File: src/rtl/lirq_pkg.sv
package lirq_pkg;
  localparam int REG_W   = 32;
  localparam int NSRC    = 4;
  localparam int GEN_BIT = 31;
  localparam logic [REG_W-1:0] SRC_BITS = 32'h0000_000F;
  localparam logic [REG_W-1:0] POL_BITS = 32'h0000_0030;
  localparam logic [REG_W-1:0] EN_KEEP  = SRC_BITS | POL_BITS | (32'h1 << GEN_BIT);
  localparam logic [REG_W-1:0] EN_RST   = 32'h0000_0010;
  typedef enum logic [1:0] {SEL_EN = 2'd0, SEL_STAT = 2'd1, SEL_VEC = 2'd2, SEL_NONE = 2'd3} reg_sel_e;
endpackage

File: src/rtl/lirq_loc_regs.sv
module lirq_loc_regs
  import lirq_pkg::*;
#(
  parameter int IDX   = 0,
  parameter int LOC_W = 3
) (
  input  logic               clk,
  input  logic               rst,
  input  logic               evt_valid,
  input  logic [LOC_W-1:0]   evt_loc,
  input  logic [NSRC-1:0]    evt_src,
  input  logic               wr_en,
  input  logic [LOC_W-1:0]   acc_loc,
  input  logic [LOC_W-1:0]   act_loc,
  input  reg_sel_e           sel,
  input  logic [REG_W-1:0]   wr_data,
  input  logic [REG_W/8-1:0] wr_be,
  output logic [REG_W-1:0]   en_q,
  output logic [REG_W-1:0]   stat_q,
  output logic [REG_W-1:0]   stat_nxt
);
  localparam logic [LOC_W-1:0] ME = LOC_W'(IDX);

  logic [REG_W-1:0] lane;
  logic [REG_W-1:0] en_nxt;
  logic [REG_W-1:0] clr;
  logic [NSRC-1:0]  gated;
  logic             mine;
  logic             hit;

  always_comb begin
    for (int b = 0; b < REG_W/8; b++) begin
      lane[b*8 +: 8] = {8{wr_be[b]}};
    end
  end

  // only the owning locality touching its own slice may write
  assign mine  = wr_en && (acc_loc == ME) && (act_loc == ME);
  assign hit   = evt_valid && (evt_loc == ME);
  assign gated = en_q[GEN_BIT] ? (evt_src & en_q[NSRC-1:0]) : '0;

  always_comb begin
    en_nxt = en_q;
    if (mine && sel == SEL_EN) begin
      en_nxt = (en_q & ~lane) | (wr_data & lane & EN_KEEP);
    end
    clr = (mine && sel == SEL_STAT) ? (wr_data & lane & SRC_BITS) : '0;
    // set after clear: an event on the same edge wins
    stat_nxt = (stat_q & ~clr) | (hit ? REG_W'(gated) : '0);
  end

  always_ff @(posedge clk) begin
    if (rst) begin
      en_q   <= EN_RST;
      stat_q <= '0;
    end else begin
      en_q   <= en_nxt;
      stat_q <= stat_nxt;
    end
  end
endmodule

File: src/rtl/lirq_rd_mux.sv
module lirq_rd_mux
  import lirq_pkg::*;
#(
  parameter int               NUM_LOC   = 5,
  parameter int               LOC_W     = 3,
  parameter logic [REG_W-1:0] VEC_VALUE = 32'h0000_000B
) (
  input  logic                     clk,
  input  logic                     rst,
  input  logic                     rd_en,
  input  logic [LOC_W-1:0]         acc_loc,
  input  reg_sel_e                 sel,
  input  logic [NUM_LOC*REG_W-1:0] en_flat,
  input  logic [NUM_LOC*REG_W-1:0] stat_flat,
  output logic [REG_W-1:0]         rd_data
);
  localparam logic [LOC_W-1:0] LAST = LOC_W'(NUM_LOC - 1);

  logic [REG_W-1:0] word;

  always_comb begin
    word = '0;
    if (acc_loc <= LAST) begin
      unique case (sel)
        SEL_EN:   word = en_flat[int'(acc_loc)*REG_W +: REG_W];
        SEL_STAT: word = stat_flat[int'(acc_loc)*REG_W +: REG_W];
        SEL_VEC:  word = VEC_VALUE;
        default:  word = '0;
      endcase
    end
  end

  always_ff @(posedge clk) begin
    if (rst) begin
      rd_data <= '0;
    end else if (rd_en) begin
      rd_data <= word;
    end
  end
endmodule

File: src/rtl/lirq_unit.sv
module lirq_unit
  import lirq_pkg::*;
#(
  parameter int               NUM_LOC   = 5,
  parameter logic [REG_W-1:0] VEC_VALUE = 32'h0000_000B,
  localparam int              LOC_W     = $clog2(NUM_LOC + 1)
) (
  input  logic               clk,
  input  logic               rst,
  input  logic               evt_valid,
  input  logic [LOC_W-1:0]   evt_loc,
  input  logic [3:0]         evt_src,
  input  logic [LOC_W-1:0]   acc_loc,
  input  logic [LOC_W-1:0]   act_loc,
  input  logic [1:0]         acc_sel,
  input  logic               wr_en,
  input  logic [31:0]        wr_data,
  input  logic [3:0]         wr_be,
  input  logic               rd_en,
  output logic [31:0]        rd_data,
  output logic               irq
);
  logic [NUM_LOC*REG_W-1:0] en_flat;
  logic [NUM_LOC*REG_W-1:0] stat_flat;
  logic [NUM_LOC*REG_W-1:0] stat_nxt_flat;
  logic                     irq_q;
  reg_sel_e                 sel;

  assign sel = reg_sel_e'(acc_sel);

  for (genvar i = 0; i < NUM_LOC; i++) begin : g_loc
    lirq_loc_regs #(.IDX(i), .LOC_W(LOC_W)) u_regs (
      .clk      (clk),
      .rst      (rst),
      .evt_valid(evt_valid),
      .evt_loc  (evt_loc),
      .evt_src  (evt_src),
      .wr_en    (wr_en),
      .acc_loc  (acc_loc),
      .act_loc  (act_loc),
      .sel      (sel),
      .wr_data  (wr_data),
      .wr_be    (wr_be),
      .en_q     (en_flat[i*REG_W +: REG_W]),
      .stat_q   (stat_flat[i*REG_W +: REG_W]),
      .stat_nxt (stat_nxt_flat[i*REG_W +: REG_W])
    );
  end

  lirq_rd_mux #(.NUM_LOC(NUM_LOC), .LOC_W(LOC_W), .VEC_VALUE(VEC_VALUE)) u_rd (
    .clk      (clk),
    .rst      (rst),
    .rd_en    (rd_en),
    .acc_loc  (acc_loc),
    .sel      (sel),
    .en_flat  (en_flat),
    .stat_flat(stat_flat),
    .rd_data  (rd_data)
  );

  // line follows the next status words so it moves on the same edge
  always_ff @(posedge clk) begin
    if (rst) begin
      irq_q <= 1'b0;
    end else begin
      irq_q <= |stat_nxt_flat;
    end
  end

  assign irq = irq_q;
endmodule

File: config.mk
export PLATFORM = sky130hd
export DESIGN_NAME = lirq_unit
export DESIGN_NICKNAME = d
export VERILOG_FILES = /design/src/rtl/lirq_pkg.sv /design/src/rtl/lirq_loc_regs.sv /design/src/rtl/lirq_rd_mux.sv /design/src/rtl/lirq_unit.sv
export SDC_FILE = /design/constraint.sdc
export NUM_CORES = 1
export LEC_CHECK = 0
export BUFFER_PORTS_ARGS = -buffer_cell sky130_fd_sc_hd__buf_2
export CAP_MARGIN = 20
export CELL_PAD_IN_SITES_DETAIL_PLACEMENT = 0
export CELL_PAD_IN_SITES_GLOBAL_PLACEMENT = 1
export CORE_ASPECT_RATIO = 0.7
export CORE_UTILIZATION = 45
export DETAILED_ROUTE_END_ITERATION = 10
export GPL_TIMING_DRIVEN = 1
export PLACE_DENSITY_LB_ADDON = 0.1
export SLEW_MARGIN = 20
export SYNTH_ARGS = -nofsm -noshare
export SYNTH_HDL_FRONTEND = slang
export SYNTH_HIERARCHICAL = 1
export SYNTH_SLANG_ARGS = --single-unit
File: constraint.sdc
create_clock -name clk -period 3.95 [get_ports clk]
set_clock_uncertainty 0.1 [all_clocks]
set_input_delay 0.395 -clock clk [delete_from_list [all_inputs] [get_ports clk]]
set_output_delay 0.395 -clock clk [all_outputs]
set_load 0.01 [all_outputs]
==> reports/summary.txt <==
core area: 27760 um2
nets: 1554
clk_lat worst skew: 510 ps
Max Clock Freq: 370.8 MHz
aggregate global routing overflow: 0
Boundary Pins: 89
Synth area leaders: dfxtp_1 (34%), buf_4 (17%), mux2i_1 (8.7%)
Tmin final: 2697 ps
WHS Path Cells: 3
Synth Area in XOR/XNOR: 0
CTS tree: done
Setup Buffers After CTS: 0
Final Cycle Share: 0.6828
commonest non-fill, non-tap cell in the layout: conb_1
area growth from synthesis to layout: 2.578%
CTS Hold Bufs: 0
worst r2r path cells: 8
H-tree levels: 1
share of the synthesized area in the top cell type: 0.3354
Max Cap Viol: 0
leading area contributor after synthesis: dfxtp_1
largest net degree at the start of global routing: 78
total power: 4890 uW
global-route wire length before repair: 51270 um
Placed Instance Area: 12260 um2
Max Buffers Root-to-Sink: 3
YS warnings: 6
Die Span X: 202.9 um
total number of vias: 9366
Top FF cell, synth: dfxtp_1
hold slack: 114.0 ps
Post-Synth Adder-Cell Area: 0
EDFF count, synth: 0
Synth Area in Simple Gates: 0.2230
DR WL/cell: 17.82 um
Pwr per Cell Area: 374.9 nW/um2
async set or reset register ratio after synthesis: 0
DRC: 0
Final Cell Area: 13040 um2
initial detailed-routing violation count: 943
worst slew pin tran: 998.4 ps
Num CTS Buffers: 23
RSZ-0062 raised after global routing: false
maximum vdd drop: 0.1953 mV
worst-path fanout max: 10
Synth Area in Compound Gates: 0.1511
First-pass DRT Iterations: 5
post-synthesis sequential area ratio: 0.3354
clock sink total: 213
status: finished clean
Chip Height: 142.6 um
Slew Viols, Final: 0
Critical Path RT: 4210 ps
Mean Syn Cell Area: 8.691 um2
site row count: 51
most frequent cells in the layout: conb_1 (280), dfxtp_1 (213), nand2_1 (124), and2_1 (116), a21oi_1 (112)
Finished Layout Cells: 1885
gpl congestion: 0.8662
mux share of post-synthesis cell area: 0.08738
crit end category: flop
final hold vios: 0
vias per std cell: 4.969
Total GRT Usage: 0.2315
Synth cell types: 55
die area: 28940 um2
number of antenna violations at the first check in global routing: 2
Port Buf Inserts: 63
TNS Setup: 0 ps
number of global-route vias before repair: 8305
final WL: 33600 um
HPWL after detailed placement: 22930 um
Cells after Synth: 1463
largest family of logic cells by synthesized area: simple AND/OR/NAND/NOR gates
Startpoint Class: input pin
# fillers: 2773
Initial Utilization: 0.4581
synthesized flop and latch total: 213
Post-CTS Resized: 0
Worst Hold Class: input pin to flop
post-route ant nets: 0
crit path DAT: 2950 ps
fraction of layout instances using a drive strength above 1: 0.1116
n_diodes: 0
Cell Area, Synth: 12710 um2
Rel. slew slack: 0.3256
placed cells: 1844
leak pwr: 0.005605 uW
critical path class: input pin to flop
Root Driver: clkbuf_16
# setup viols final: 0
clock-pin slew on the worst setup and hold paths: 60 ps
## report_power, final
group          switching [uW]  total (uW)  leakage [uW]  internal, uW
registers                4.98        2160       0.00172          2150
clock network             911        2270      0.000390          1360
logic                     332         460       0.00350           128
## final timing paths
kind / startpoint / endpoint / slack [ps]
min reg2reg: g_loc[2].u_regs/en_q[23]$_SDFFE_PP0P_ / g_loc[2].u_regs/en_q[23]$_SDFFE_PP0P_ / 360
min: wr_data[4] / flop / 110
max reg2reg: flop / irq$_SDFF_PP0_ / 1840
max: act_loc[1] / irq$_SDFF_PP0_ / 1250
## Yosys cell counts (2+ instances only)
cell type	n
buf_4	288
dfxtp_1	213
nand2_1	124
and2_1	116
a21oi_1	112
mux2i_1	111
nand4_1	68
o22ai_1	47
nor4_1	42
o21ai_0	34
nand3_1	33
clkbuf_1	30
o31ai_1	30
nor2b_1	24
buf_2	19
o21ai_1	19
nor2_1	14
nor3b_1	13
o31ai_2	13
inv_1	11
buf_6	10
a32oi_1	8
a41oi_1	8
nand2b_1	8
a31oi_1	6
a31o_2	5
buf_1	5
conb_1	5
nor3_4	5
nor4b_4	4
or4b_1	4
a2111oi_0	3
nor4bb_1	3
o31ai_4	3
or4bb_1	3
a41oi_4	2
and3b_1	2
## routing by layer
metal	routed length, um	global-route usage	part of all wire
met1	17390	0.3709	0.52
met2	13200	0.3140	0.39
met3	2448	0.03651	0.073
met4	548	0.05184	0.016
met5	0	0	0
## area by class of cell
cell class / count / area, um2 / area share
clock buffers: 32 / 659.4 / 0.05056
clock inverters: 9 / 123.9 / 0.009497
inverters: 11 / 41.29 / 0.003166
multi-input cells: 1160 / 6939 / 0.5320
flip-flops and latches: 213 / 4264 / 0.3269
well taps: 371 / 464.2 / 0.03559
repair buffers: 89 / 550.5 / 0.04221
## kinds of logic after synthesis
| logic type | after synthesis |
|---|---|
| compound gates | 294 |
| mux | 111 |
| buf+inv | 365 |
| simple gates | 475 |
| flops | 213 |
| other cells | 5 |
## per-stage QoR
stage | setup slack, ps | util
after floorplan | 1592 | -
after CTS | 1246 | 0.4699
after global routing | 1052 | 0.4699
after global placement | 771.0 | 0.4417
after detailed placement | 713.0 | 0.4417
final | 1253 | 0.4699
## critical path, cell delays in order
cell and delay, ps:
buf_2 190, or4b_1 820, o31ai_2 360, nand2_1 120
nor4_1 350, nand4_1 140, nor4_1 290, buf_4 210
a31oi_1 90
Note: power is estimated with default switching activity, not from simulation.
